`config.mk`:
```
export PLATFORM = sky130hd
export DESIGN_NAME = plcp_stuff_ctrl
export DESIGN_NICKNAME = d
export VERILOG_FILES = /design/src/rtl/plcp_stuff_pkg.sv /design/src/rtl/plcp_phase_seq.sv /design/src/rtl/plcp_nib_emitter.sv /design/src/rtl/plcp_frame_fsm.sv /design/src/rtl/plcp_stuff_ctrl.sv
export SDC_FILE = /design/constraint.sdc
export NUM_CORES = 1
export LEC_CHECK = 0
export BUFFER_PORTS_ARGS = -buffer_cell sky130_fd_sc_hd__buf_2
export CORE_MARGIN = 3
export CORE_UTILIZATION = 45
export DETAILED_ROUTE_END_ITERATION = 16
export PLACE_DENSITY = 0.72
export SLEW_MARGIN = 20
export SYNTH_ARGS = -nofsm -noshare
export SYNTH_HDL_FRONTEND = slang
export SYNTH_SLANG_ARGS = --single-unit
```
`constraint.sdc`:
```
create_clock -name clk_i -period 1.5 [get_ports clk_i]
set_clock_uncertainty 0.05 [all_clocks]
set_input_delay 0.15 -clock clk_i [delete_from_list [all_inputs] [get_ports clk_i]]
set_output_delay 0.15 -clock clk_i [all_outputs]
set_load 0.05 [all_outputs]
```
`src/rtl/plcp_stuff_pkg.sv`:
```
package plcp_stuff_pkg;
  typedef enum logic [1:0] {
    ST_IDLE  = 2'd0,
    ST_FRAME = 2'd1,
    ST_TRAIL = 2'd2
  } frm_state_e;
endpackage

```
`src/rtl/plcp_phase_seq.sv`:
```
module plcp_phase_seq #(
  parameter int CYC_LEN  = 3,
  parameter int PH_W     = 2,
  parameter int LONG_PH  = 1,
  parameter int STUFF_PH = 2,
  parameter int LEN_BASE = 13,
  parameter int LEN_W    = 4
) (
  input  logic             clk_i,
  input  logic             rst_ni,
  input  logic             adv_i,
  input  logic             stuff_i,
  output logic [PH_W-1:0]  phase_o,
  output logic             stuffed_o,
  output logic             opp_o,
  output logic [LEN_W-1:0] len_o
);
  localparam logic [PH_W-1:0] PH_LAST  = PH_W'(CYC_LEN - 1);
  localparam logic [PH_W-1:0] PH_LONG  = PH_W'(LONG_PH);
  localparam logic [PH_W-1:0] PH_STUFF = PH_W'(STUFF_PH);

  logic            started_q;
  logic            stf_q;
  logic [PH_W-1:0] ph_q, ph_nxt;
  logic            extra;

  always_comb begin
    if (!started_q)          ph_nxt = '0;
    else if (ph_q == PH_LAST) ph_nxt = '0;
    else                      ph_nxt = ph_q + 1'b1;
  end

  always_ff @(posedge clk_i or negedge rst_ni) begin
    if (!rst_ni) begin
      started_q <= 1'b0;
      ph_q      <= '0;
      stf_q     <= 1'b0;
    end else if (adv_i) begin
      started_q <= 1'b1;
      ph_q      <= ph_nxt;
      // stuff decision frozen for the whole frame
      stf_q     <= (ph_nxt == PH_STUFF) && stuff_i;
    end
  end

  assign extra     = (ph_q == PH_LONG) || stf_q;
  assign len_o     = LEN_W'(LEN_BASE) + {{(LEN_W-1){1'b0}}, extra};
  assign phase_o   = ph_q;
  assign stuffed_o = stf_q;
  assign opp_o     = (ph_q == PH_STUFF);
endmodule

```
`src/rtl/plcp_nib_emitter.sv`:
```
module plcp_nib_emitter #(
  parameter int LEN_W = 4
) (
  input  logic             clk_i,
  input  logic             rst_ni,
  input  logic             abort_i,
  input  logic             start_i,
  input  logic [LEN_W-1:0] len_i,
  output logic             vld_o,
  output logic             done_o
);
  logic [LEN_W-1:0] cnt_q;
  logic             done_q;

  always_ff @(posedge clk_i or negedge rst_ni) begin
    if (!rst_ni) begin
      cnt_q  <= '0;
      done_q <= 1'b0;
    end else if (abort_i) begin
      cnt_q  <= '0;
      done_q <= 1'b0;
    end else begin
      done_q <= (cnt_q == LEN_W'(1));
      if (start_i)              cnt_q <= len_i;
      else if (cnt_q != '0)     cnt_q <= cnt_q - 1'b1;
    end
  end

  assign vld_o  = (cnt_q != '0);
  assign done_o = done_q;
endmodule

```
`src/rtl/plcp_frame_fsm.sv`:
```
module plcp_frame_fsm
  import plcp_stuff_pkg::*;
(
  input  logic clk_i,
  input  logic rst_ni,
  input  logic clear_i,
  input  logic sof_i,
  input  logic fend_i,
  input  logic emit_done_i,
  output logic adv_o,
  output logic start_o,
  output logic req_o
);
  frm_state_e st_q, st_d;

  assign adv_o   = !clear_i && sof_i  && (st_q == ST_IDLE);
  assign start_o = !clear_i && fend_i && (st_q == ST_FRAME);
  assign req_o   = (st_q == ST_TRAIL);

  always_comb begin
    st_d = st_q;
    if (clear_i) st_d = ST_IDLE;
    else begin
      unique case (st_q)
        ST_IDLE:  if (sof_i)       st_d = ST_FRAME;
        ST_FRAME: if (fend_i)      st_d = ST_TRAIL;
        ST_TRAIL: if (emit_done_i) st_d = ST_IDLE;
        default:                   st_d = ST_IDLE;
      endcase
    end
  end

  always_ff @(posedge clk_i or negedge rst_ni) begin
    if (!rst_ni) st_q <= ST_IDLE;
    else         st_q <= st_d;
  end
endmodule

```
`src/rtl/plcp_stuff_ctrl.sv`:
```
module plcp_stuff_ctrl #(
  parameter int CYC_LEN  = 3,
  parameter int LONG_PH  = 1,
  parameter int LEN_BASE = 13,
  parameter int LEN_W    = 4,
  localparam int PH_W     = $clog2(CYC_LEN),
  localparam int STUFF_PH = CYC_LEN - 1
) (
  input  logic             clk_i,
  input  logic             rst_ni,
  input  logic             clear_mode_i,
  input  logic             stuff_ctl_i,
  input  logic             sof_i,
  input  logic             frame_end_i,
  output logic [PH_W-1:0]  phase_o,
  output logic             stuff_opp_o,
  output logic [LEN_W-1:0] trl_len_o,
  output logic             trl_req_o,
  output logic             nib_vld_o,
  output logic             trl_done_o,
  output logic [PH_W-1:0]  c1_code_o,
  output logic             c1_stuffed_o
);
  logic adv, start, emit_done, stuffed;
  logic [PH_W-1:0] c1_code_q;
  logic            c1_stf_q;

  plcp_frame_fsm u_fsm (
    .clk_i       (clk_i),
    .rst_ni      (rst_ni),
    .clear_i     (clear_mode_i),
    .sof_i       (sof_i),
    .fend_i      (frame_end_i),
    .emit_done_i (emit_done),
    .adv_o       (adv),
    .start_o     (start),
    .req_o       (trl_req_o)
  );

  plcp_phase_seq #(
    .CYC_LEN (CYC_LEN), .PH_W (PH_W), .LONG_PH (LONG_PH),
    .STUFF_PH(STUFF_PH), .LEN_BASE(LEN_BASE), .LEN_W(LEN_W)
  ) u_seq (
    .clk_i     (clk_i),
    .rst_ni    (rst_ni),
    .adv_i     (adv),
    .stuff_i   (stuff_ctl_i),
    .phase_o   (phase_o),
    .stuffed_o (stuffed),
    .opp_o     (stuff_opp_o),
    .len_o     (trl_len_o)
  );

  plcp_nib_emitter #(.LEN_W(LEN_W)) u_emit (
    .clk_i   (clk_i),
    .rst_ni  (rst_ni),
    .abort_i (clear_mode_i),
    .start_i (start),
    .len_i   (trl_len_o),
    .vld_o   (nib_vld_o),
    .done_o  (emit_done)
  );

  always_ff @(posedge clk_i or negedge rst_ni) begin
    if (!rst_ni) begin
      c1_code_q <= '0;
      c1_stf_q  <= 1'b0;
    end else if (start) begin
      c1_code_q <= phase_o;
      c1_stf_q  <= stuffed;
    end
  end

  assign trl_done_o   = emit_done;
  assign c1_code_o    = c1_code_q;
  assign c1_stuffed_o = c1_stf_q;
endmodule

```
==> impl_metrics.py, run 1 <==
metrics = {
    "yosys": {
        "yosysTopAreaCell": "dfrtp_1",
        "synth_cells": 74,
        "syn_avg_cell_area_um2": 9.87,
        "synth_edf_count": 0,
        "yosys-top-cells-area": "dfrtp_1 (48%), nand2_1 (7.2%), ha_1 (5.1%), buf_4 (4.1%), a21oi_1 (3.4%)",
        "synth.ff_latch_count": 14,
        "synthArstFlopShare_pct": 100,
        "synth_cell_types": 30,
        "post-synth-top-area-fraction_pct": 47.9,
        "netlist_area_um2": 731,
        "synth_common_cells": "dfrtp_1 (14), nand2_1 (14), inv_1 (6)",
        "synthFlopType": "dfrtp_1",
        "synth-warning-count": 0,
        "yosysSeqAreaShare_pct": 47.9,
    },
    "floorplanning": {
        "num_io_pins": 19,
        "placement_rows": 13,
        "die_w_um": 46.3,
        "die_h_um": 46.3,
        "fp.dieArea_mm2": 0.00214,
        "start_util_pct": 51.6,
        "design.core.area_mm2": 0.00142,
    },
    "clock_tree": {
        "htreeDepth": 1,
        "numCtsBuffers": 3,
        "worstSkewPairLatency_ns": 0.27,
        "clk_pin_slew_worst_paths_ns": 0.08,
        "cts_tree": "done",
        "clk_path_buf_depth": 2,
        "cts_sinks": 14,
        "ctsRootBufferMaster": "clkbuf_4",
    },
    "finish": {
        "drive_above_1_share_pct": 43.0,
        "final_cell_area_um2": 937,
        "fin_nets": 110,
        "antenna_cells": 0,
        "fill_cells": 113,
        "final_util_pct": 66.2,
        "synthToLayoutAreaGrowth_pct": 28.3,
    },
    "detailed_routing": {
        "vias": 584,
        "drtIter0Drc": 12,
        "wl_per_cell_um": 12.5,
        "highest_layer": "met4",
        "wl_met2_um": 698,
        "wl_met3_um": 101,
        "wl_mm": 1.44,
        "m1WireLength_um": 611,
        "ant_nets": 0,
        "drtPass1Iterations": 4,
        "drc": 0,
        "avgViaCountPerCell": 5.08,
    },
    "sta": {
        "fin_crit_ns": 1.62,
        "setup_ws_ns": -0.117,
        "period_share_pct": 108,
        "report.final.slew_viol_count": 0,
        "hold_viol_final": 0,
        "tns_ns": -0.331,
        "whs_ns": 0.0960,
        "fmax_mhz": 618,
        "rsz0062_at_grt": "true",
        "finalSetupViolCount": 4,
    },
    "pwr": {
        "switching_share_pct": 47.0,
        "power_switching_mw": 0.980,
        "p_clk_share_pct": 10.4,
        "power.density_mw_per_mm2": 2220,
        "pwr-share-comb_pct": 61.7,
        "p_int_mw": 1.10,
        "seqPwrFrac_pct": 27.9,
        "p_leak_nw": 0.477,
        "ir_drop_mv": 1.62,
    },
    "hold_path": {
        "hold_depth": 3,
        "hold_class": "in2reg",
    },
    "global_routing": {
        "grt_pass1_vias": 571,
        "grt_max_degree": 15,
        "grt_first_pass_wirelength_mm": 2.35,
        "grt_usage_pct": 15.8,
        "antenna_found_initial": 0,
        "grt_overflow": 0,
    },
    "placement": {
        "portBuffers": 16,
        "hpwlAfterDp_mm": 1.06,
        "placed_area_um2": 848,
        "place.gp.congestion": 0.791,
        "place_ws_ns": -0.0445,
    },
    "worst_setup_path": {
        "r2r_cells": 7,
        "r2r_setup_slack_ns": -0.10,
        "cp_data_arrival_time_ns": 1.42,
        "critical_path_class": "reg2out",
        "crit_path_max_fanout": 2,
        "required_ns": 1.30,
        "worstSetupEndpointType": "output port",
        "startpoint_type": "register",
    },
    "flow_run": {
        "timing.max_cap.violations": 0,
    },
    "status": {
        "violations": "setup timing",
        "run_status": "complete, but fails checks",
    },
}
==> cells in the final DEF (no fill, tap or decap), types with 2 or more instances in the layout <==
master,n
nand2_1,14
buf_2,13
dfrtp_1,12
buf_4,10
a21oi_1,5
inv_2,3
inv_1,3
nor3_1,3
clkbuf_4,3
nor2_1,2
ha_1,2
conb_1,2
dfrtp_2,2
==> stage by stage <==
step | total power, mW | cells
after floorplan | 1.48 | 75
after global placement | 1.66 | 106
after detailed placement | 1.69 | 106
after CTS | 2.04 | 113
after global routing | 2.22 | 115
final | 2.08 | 115
==> sequential cells by signal (all words and copies together), names as in the netlist <==
name	count
u_fsm.st_q	2
c1_code_o	2
u_seq.started_q	1
c1_stuffed_o	1
u_seq.stuffed_o	1
u_seq.phase_o	2
u_emit.done_o	1
u_emit.cnt_q	4
==> layout make-up <==
class / instances / area [µm²] / share of cell area, %
Clock buffer: 4 / 26.3 / 2.80
Inverter: 6 / 22.5 / 2.40
Multi-Input combinational cell: 50 / 340 / 36.3
Sequential cell: 14 / 353 / 37.7
Tap cell: 15 / 18.8 / 2.00
Timing Repair Buffer: 26 / 176 / 18.8
==> power groups by stage <==
stage | clock [mW] | combinational [mW] | sequential (mW)
final | 0.217 | 1.28 | 0.582
after detailed placement | 0 | 1.11 | 0.586
after floorplan | 0 | 0.712 | 0.769
after CTS | 0.227 | 1.24 | 0.578
after global routing | 0.250 | 1.38 | 0.597
after global placement | 0 | 1.08 | 0.582
==> worst max-delay path, cell delays in order, from the launching register on <==
cell,delay (ns)
dfrtp_1,0.39
inv_2,0.08
ha_4,0.12
or3b_4,0.38
buf_8,0.16
==> cell families after synthesis <==
group	count (synthesis)	synth area share, %
AO/OA/AOI/OAI	11	9.25
XOR/XNOR	2	3.43
adder cells (fa/ha/maj)	3	5.14
buffers and inverters	11	8.73
flip-flops	14	47.9
multiplexers	2	2.91
other	1	0.513
AND/OR/NAND/NOR	30	22.1
==> path summary, 6_finish.rpt <==
path | from | to
setup reg to reg | u_emit.cnt_q[0] | u_emit.cnt_q[0]
max in group asynchronous | rst_ni | u_seq.phase_o[1]
setup / recovery | u_emit.cnt_q[0] | nib_vld_o
hold reg to reg | c1_stuffed_o | c1_stuffed_o
min in group asynchronous | rst_ni | u_emit.cnt_q[0]
hold / removal | stuff_ctl_i | u_seq.stuffed_o
==> layer usage <==
| layer | GRT usage (%) | vias to the layer above |
|---|---|---|
| met5 | 0 | - |
| met4 | 4.55 | 0 |
| met3 | 6.64 | 4 |
| met2 | 28.3 | 20 |
| met1 | 16.5 | 267 |
| li1 | - | 293 |
==> what timing repair did <==
item / in CTS / in global routing
gates cloned: 0 / 0
resized for setup: 5 / 5
hold buffers: 1 / 0
pin swaps: 0 / 1
setup buffers: 2 / 2
endpoints found under the setup margin: 4 / 6
endpoints found under the hold margin: 14 / 0
(Power assumes the default switching activity.)
==> run 2: changes to the inputs <==
Settings changed: SETUP_SLACK_MARGIN set to 0.2.
==> run 2 against run 1 <==
- the flow still finishes with violations (setup timing)
- design area up 13%
- sequential power increased by 1%
- non-clock buffer count rose by 5
- fmax is 1.7% lower
- via count increased by 5.0%
- setup slack worse by 0.028 ns
- largest cell class is now multi-input combinational cells
- highest routed layer unchanged
==> impl_metrics.py, run 2 (synthesized netlist as in run 1, its figures left out) <==
metrics = {
    "status": {
        "run_status": "complete, but fails checks",
        "violations": "setup timing",
    },
    "worst_setup_path": {
        "cpMaxStageDelayCell": "dfrtp_1",
        "worstSetupEndpointType": "output port",
        "r2r_cells": 7,
        "startpoint_type": "register",
        "slowest_delay_ns": 0.41,
        "crit_path_max_fanout": 2,
        "path_delay_family": "flip-flops",
        "cp.depth": 4,
        "cp_data_arrival_time_ns": 1.45,
        "path_buf_inv": 2,
        "cp_cell_sequence": "inv_2 > ha_4 > or3b_4 > buf_8",
        "critical_path_class": "reg2out",
        "required_ns": 1.30,
    },
    "global_routing": {
        "grt_pass1_vias": 596,
        "grt_usage_pct": 17.7,
        "antenna_found_initial": 0,
        "grt_max_degree": 15,
        "grt_overflow": 0,
        "grt_first_pass_wirelength_mm": 2.58,
    },
    "finish": {
        "final_cells": 120,
        "synthToLayoutAreaGrowth_pct": 45.0,
        "fill_cells": 94,
        "largest_reg_flops": 4,
        "antenna_cells": 0,
        "fin_nets": 115,
        "mostFrequentLayoutCells": "nand2_1 (14), buf_4 (14), dfrtp_1 (10), buf_2 (10)",
        "regMostFlops": "u_emit.cnt_q",
        "final_cell_area_mm2": 0.00106,
        "drive_above_1_share_pct": 52.4,
    },
    "detailed_routing": {
        "avgViaCountPerCell": 5.11,
        "vias": 613,
        "wl_mm": 1.68,
        "drtIter0Drc": 11,
        "drc": 0,
        "ant_nets": 0,
        "drtPass1Iterations": 4,
        "wl_per_cell_um": 14.0,
    },
    "clock_tree": {
        "cts_tree": "done",
        "ctsRootBufferMaster": "clkbuf_4",
        "worstSkewPairLatency_ns": 0.27,
        "clk_path_buf_depth": 2,
        "htreeDepth": 1,
        "numCtsBuffers": 3,
        "cts_sinks": 14,
        "clk_pin_slew_worst_paths_ns": 0.09,
    },
    "sta": {
        "period_share_pct": 110,
        "report.final.slew_viol_count": 0,
        "rsz0062_at_grt": "true",
        "fin_crit_ns": 1.65,
        "fmax_mhz": 608,
        "finalSetupViolCount": 4,
        "setup_ws_ns": -0.146,
        "hold_viol_final": 0,
    },
    "hold_path": {
        "hold_class": "in2reg",
        "hold_depth": 3,
    },
    "floorplanning": {
        "fp.dieArea_mm2": 0.00214,
        "start_util_pct": 51.6,
        "design.core.area_mm2": 0.00142,
        "placement_rows": 13,
        "num_io_pins": 19,
        "die_w_um": 46.3,
        "die_h_um": 46.3,
    },
    "pwr": {
        "finalPower_mw": 2.38,
        "power.density_mw_per_mm2": 2250,
        "p_leak_nw": 0.514,
        "ir_drop_mv": 1.52,
    },
    "placement": {
        "placed_area_um2": 846,
        "portBuffers": 16,
        "hpwlAfterDp_mm": 1.08,
        "place_ws_ns": -0.00223,
        "place.gp.congestion": 0.714,
        "dp.cells": 105,
    },
    "flow_run": {
        "timing.max_cap.violations": 0,
    },
}
==> run 2: worst reg2reg max path: stages (launching register included) <==
cell	delay, ns
dfrtp_1	0.41
inv_2	0.09
ha_4	0.13
or3b_4	0.39
buf_4	0.17
xnor2_2	0.11
nand2_1	0.08
a21oi_2	0.13
==> run 2: final timing paths <==
path | slack [ns] | to | from
min in group asynchronous | 0.24 | c1_code_o[0] | rst_ni
setup reg to reg | -0.11 | u_emit.cnt_q[0] | u_emit.cnt_q[0]
hold reg to reg | 0.45 | c1_code_o[0] | c1_code_o[0]
max in group asynchronous | 0.91 | u_seq.phase_o[0] | rst_ni
setup / recovery | -0.15 | nib_vld_o | u_emit.cnt_q[0]
hold / removal | 0.12 | u_seq.stuffed_o | stuff_ctl_i
==> run 2: where the power goes <==
group	internal, mW	switching [mW]
clock network	0.148	0.123
logic	0.674	0.851
registers	0.489	0.0993
==> run 2: layer usage <==
metal  GRT usage, %  up-vias  share of wire (%)
met4           9.09        0               0.72
met2           29.4       18                 48
met5              0        -                  0
met3           5.47        2                6.0
li1               -      300                  -
met1           20.2      293                 45
==> run 2: final cells by class <==
type                    instances  area [µm²]  area share [%]
multi-input cells              50         369            34.8
flip-flops and latches         14         355            33.5
repair buffers                 31         251            23.7
clock buffers                   4        36.3            3.42
inverters                       6        28.8            2.72
well taps                      15        18.8            1.77
==> run 2: repair_timing <==
item,CTS,global route
hold buffers,1,0
endpoints found under the setup margin,10,13
buffers inserted,6,4
resized for setup,12,15
hold endpoints to repair,14,0
pin swaps,4,2
==> run 2: through the flow <==
stage / util (%) / hold WS [ns] / TNS (ns)
after global routing: 74.9 / 0.117 / -0.642
after detailed placement: 59.8 / 0.0145 / -0.00223
after global placement: 59.8 / 0.0120 / 0
after floorplan: - / -0.196 / -0.0761
final: 74.9 / 0.121 / -0.375
after CTS: 68.8 / 0.104 / -0.289
==> run 3: changes to the inputs <==
Settings changed: BUFFER_PORTS_ARGS -buffer_cell sky130_fd_sc_hd__buf_2 to -buffer_cell sky130_fd_sc_hd__clkbuf_2.
==> run 3 against run 2 <==
- the run still ends with setup timing left
- highest routed layer unchanged
- worst hold slack lost 0.040 ns
- sequential power is essentially flat
- critical endpoint unchanged
- fmax shrank 0.43%
- critical path type unchanged
==> impl_metrics.py, run 3 (synthesized netlist as in run 1, its figures left out) <==
metrics = {
    "worst_setup_path": {
        "worstSetupEndpointType": "output port",
        "crit_path_max_fanout": 2,
        "cpMaxStageDelayCell": "dfrtp_1",
        "required_ns": 1.30,
        "cp_cell_sequence": "inv_2 > ha_4 > or3b_4 > clkbuf_16",
        "r2r_setup_slack_ns": -0.09,
        "cp_data_arrival_time_ns": 1.45,
        "startpoint_type": "register",
        "critical_path_class": "reg2out",
        "slowest_delay_ns": 0.40,
    },
    "placement": {
        "portBuffers": 16,
        "place.gp.congestion": 0.714,
        "dp.cells": 106,
        "place_ws_ns": -0.0395,
    },
    "finish": {
        "largest_reg_flops": 4,
        "final_common_cell": "nand2_1",
        "mostFrequentLayoutCells": "nand2_1 (14), dfrtp_1 (10), clkbuf_2 (10), buf_4 (9), a21oi_1 (5)",
        "fin_nets": 113,
        "synthToLayoutAreaGrowth_pct": 46.9,
        "fill_cells": 106,
        "antenna_cells": 0,
        "drive_above_1_share_pct": 51.5,
        "regMostFlops": "u_emit.cnt_q",
        "final_cells": 118,
    },
    "sta": {
        "finalSetupViolCount": 4,
        "fin_crit_ns": 1.65,
        "fmax_mhz": 605,
        "rsz0062_at_grt": "true",
        "hold_viol_final": 0,
        "tns_ns": -0.324,
        "period_share_pct": 110,
        "report.final.slew_viol_count": 0,
        "setup_ws_ns": -0.153,
    },
    "global_routing": {
        "grt_overflow": 0,
        "grt_first_pass_wirelength_mm": 2.58,
        "grt_max_degree": 15,
        "antenna_found_initial": 0,
        "grt_pass1_vias": 574,
        "grt_usage_pct": 17.8,
    },
    "detailed_routing": {
        "drtPass1Iterations": 4,
        "ant_nets": 0,
        "wl_per_cell_um": 13.7,
        "vias": 614,
        "avgViaCountPerCell": 5.20,
        "drc": 0,
        "wl_mm": 1.62,
        "drtIter0Drc": 4,
    },
    "clock_tree": {
        "clk_pin_slew_worst_paths_ns": 0.08,
        "ctsRootBufferMaster": "clkbuf_4",
        "worstSkewPairLatency_ns": 0.28,
        "numCtsBuffers": 3,
        "htreeDepth": 1,
        "cts_tree": "done",
        "cts_sinks": 14,
        "clk_path_buf_depth": 2,
    },
    "floorplanning": {
        "die_w_um": 46.3,
        "design.core.area_mm2": 0.00142,
        "fp.dieArea_mm2": 0.00214,
        "die_h_um": 46.3,
        "num_io_pins": 19,
        "placement_rows": 13,
        "start_util_pct": 51.6,
    },
    "hold_path": {
        "hold_class": "in2reg",
    },
    "flow_run": {
        "timing.max_cap.violations": 0,
    },
    "status": {
        "violations": "setup timing",
        "run_status": "complete, but fails checks",
    },
    "pwr": {
        "ir_drop_mv": 1.52,
        "p_leak_nw": 0.529,
        "power.density_mw_per_mm2": 2210,
    },
}
-- run 3: layer usage --
layer	routed length [µm]	up-vias	GRT usage, %
li1	-	303	-
met1	677	291	21.3
met2	854	18	29.1
met3	80	2	7.03
met4	10	0	5.11
met5	0	-	0
-- run 3: worst max-delay path, delay by kind of cell (launching register included) --
kind                     cells  cell delay (ns)
adder cells (fa/ha/maj)      1             0.12
buffers and inverters        2             0.26
flip-flops                   1             0.40
AND/OR/NAND/NOR              1             0.39
-- run 3: stage by stage --
step / hold slack, ns / area, µm² / power (mW) / util, %
global placement: 0.0192 / 853 / 1.67 / 60.3
floorplan: -0.196 / 758 / 1.50 / -
detailed placement: 0.0182 / 853 / 1.70 / 60.3
global route: 0.105 / 1070 / 2.52 / 75.9
CTS: 0.0865 / 1010 / 2.28 / 71.5
finish: 0.0809 / 1070 / 2.37 / 75.9
-- run 3: final timing paths --
kind,endpoint,start,cells after the start
min in group asynchronous,u_emit.cnt_q[2],rst_ni,2
hold reg to reg,c1_code_o[0],c1_code_o[0],2
max in group asynchronous,u_fsm.st_q[0],rst_ni,2
setup / recovery,nib_vld_o,u_emit.cnt_q[1],4
hold / removal,u_seq.stuffed_o,stuff_ctl_i,3
setup reg to reg,u_emit.cnt_q[0],u_emit.cnt_q[1],7
-- run 3: final cells by class --
class | instances | area (µm²) | area share, %
Sequential cell | 14 | 355 | 33.1
Clock buffer | 4 | 36.3 | 3.38
Tap cell | 15 | 18.8 | 1.75
Inverter | 6 | 26.3 | 2.45
Multi-Input combinational cell | 50 | 375 | 35.0
Timing Repair Buffer | 29 | 262 | 24.4
-- run 3: timing repair --
item | CTS | global route
cloned | 0 | 0
gates resized for setup | 15 | 13
pin swaps | 1 | 3
hold endpoints to repair | 14 | 0
hold buffers | 1 | 0
setup buffers | 5 | 2
endpoints found under the setup margin | 9 | 15
-- run 3: where the power goes --
part	switching [mW]	total, mW	internal [mW]	leakage [nW]
clock	0.117	0.265	0.148	0.0210
combinational	0.828	1.52	0.691	0.334
sequential	0.0970	0.586	0.489	0.174
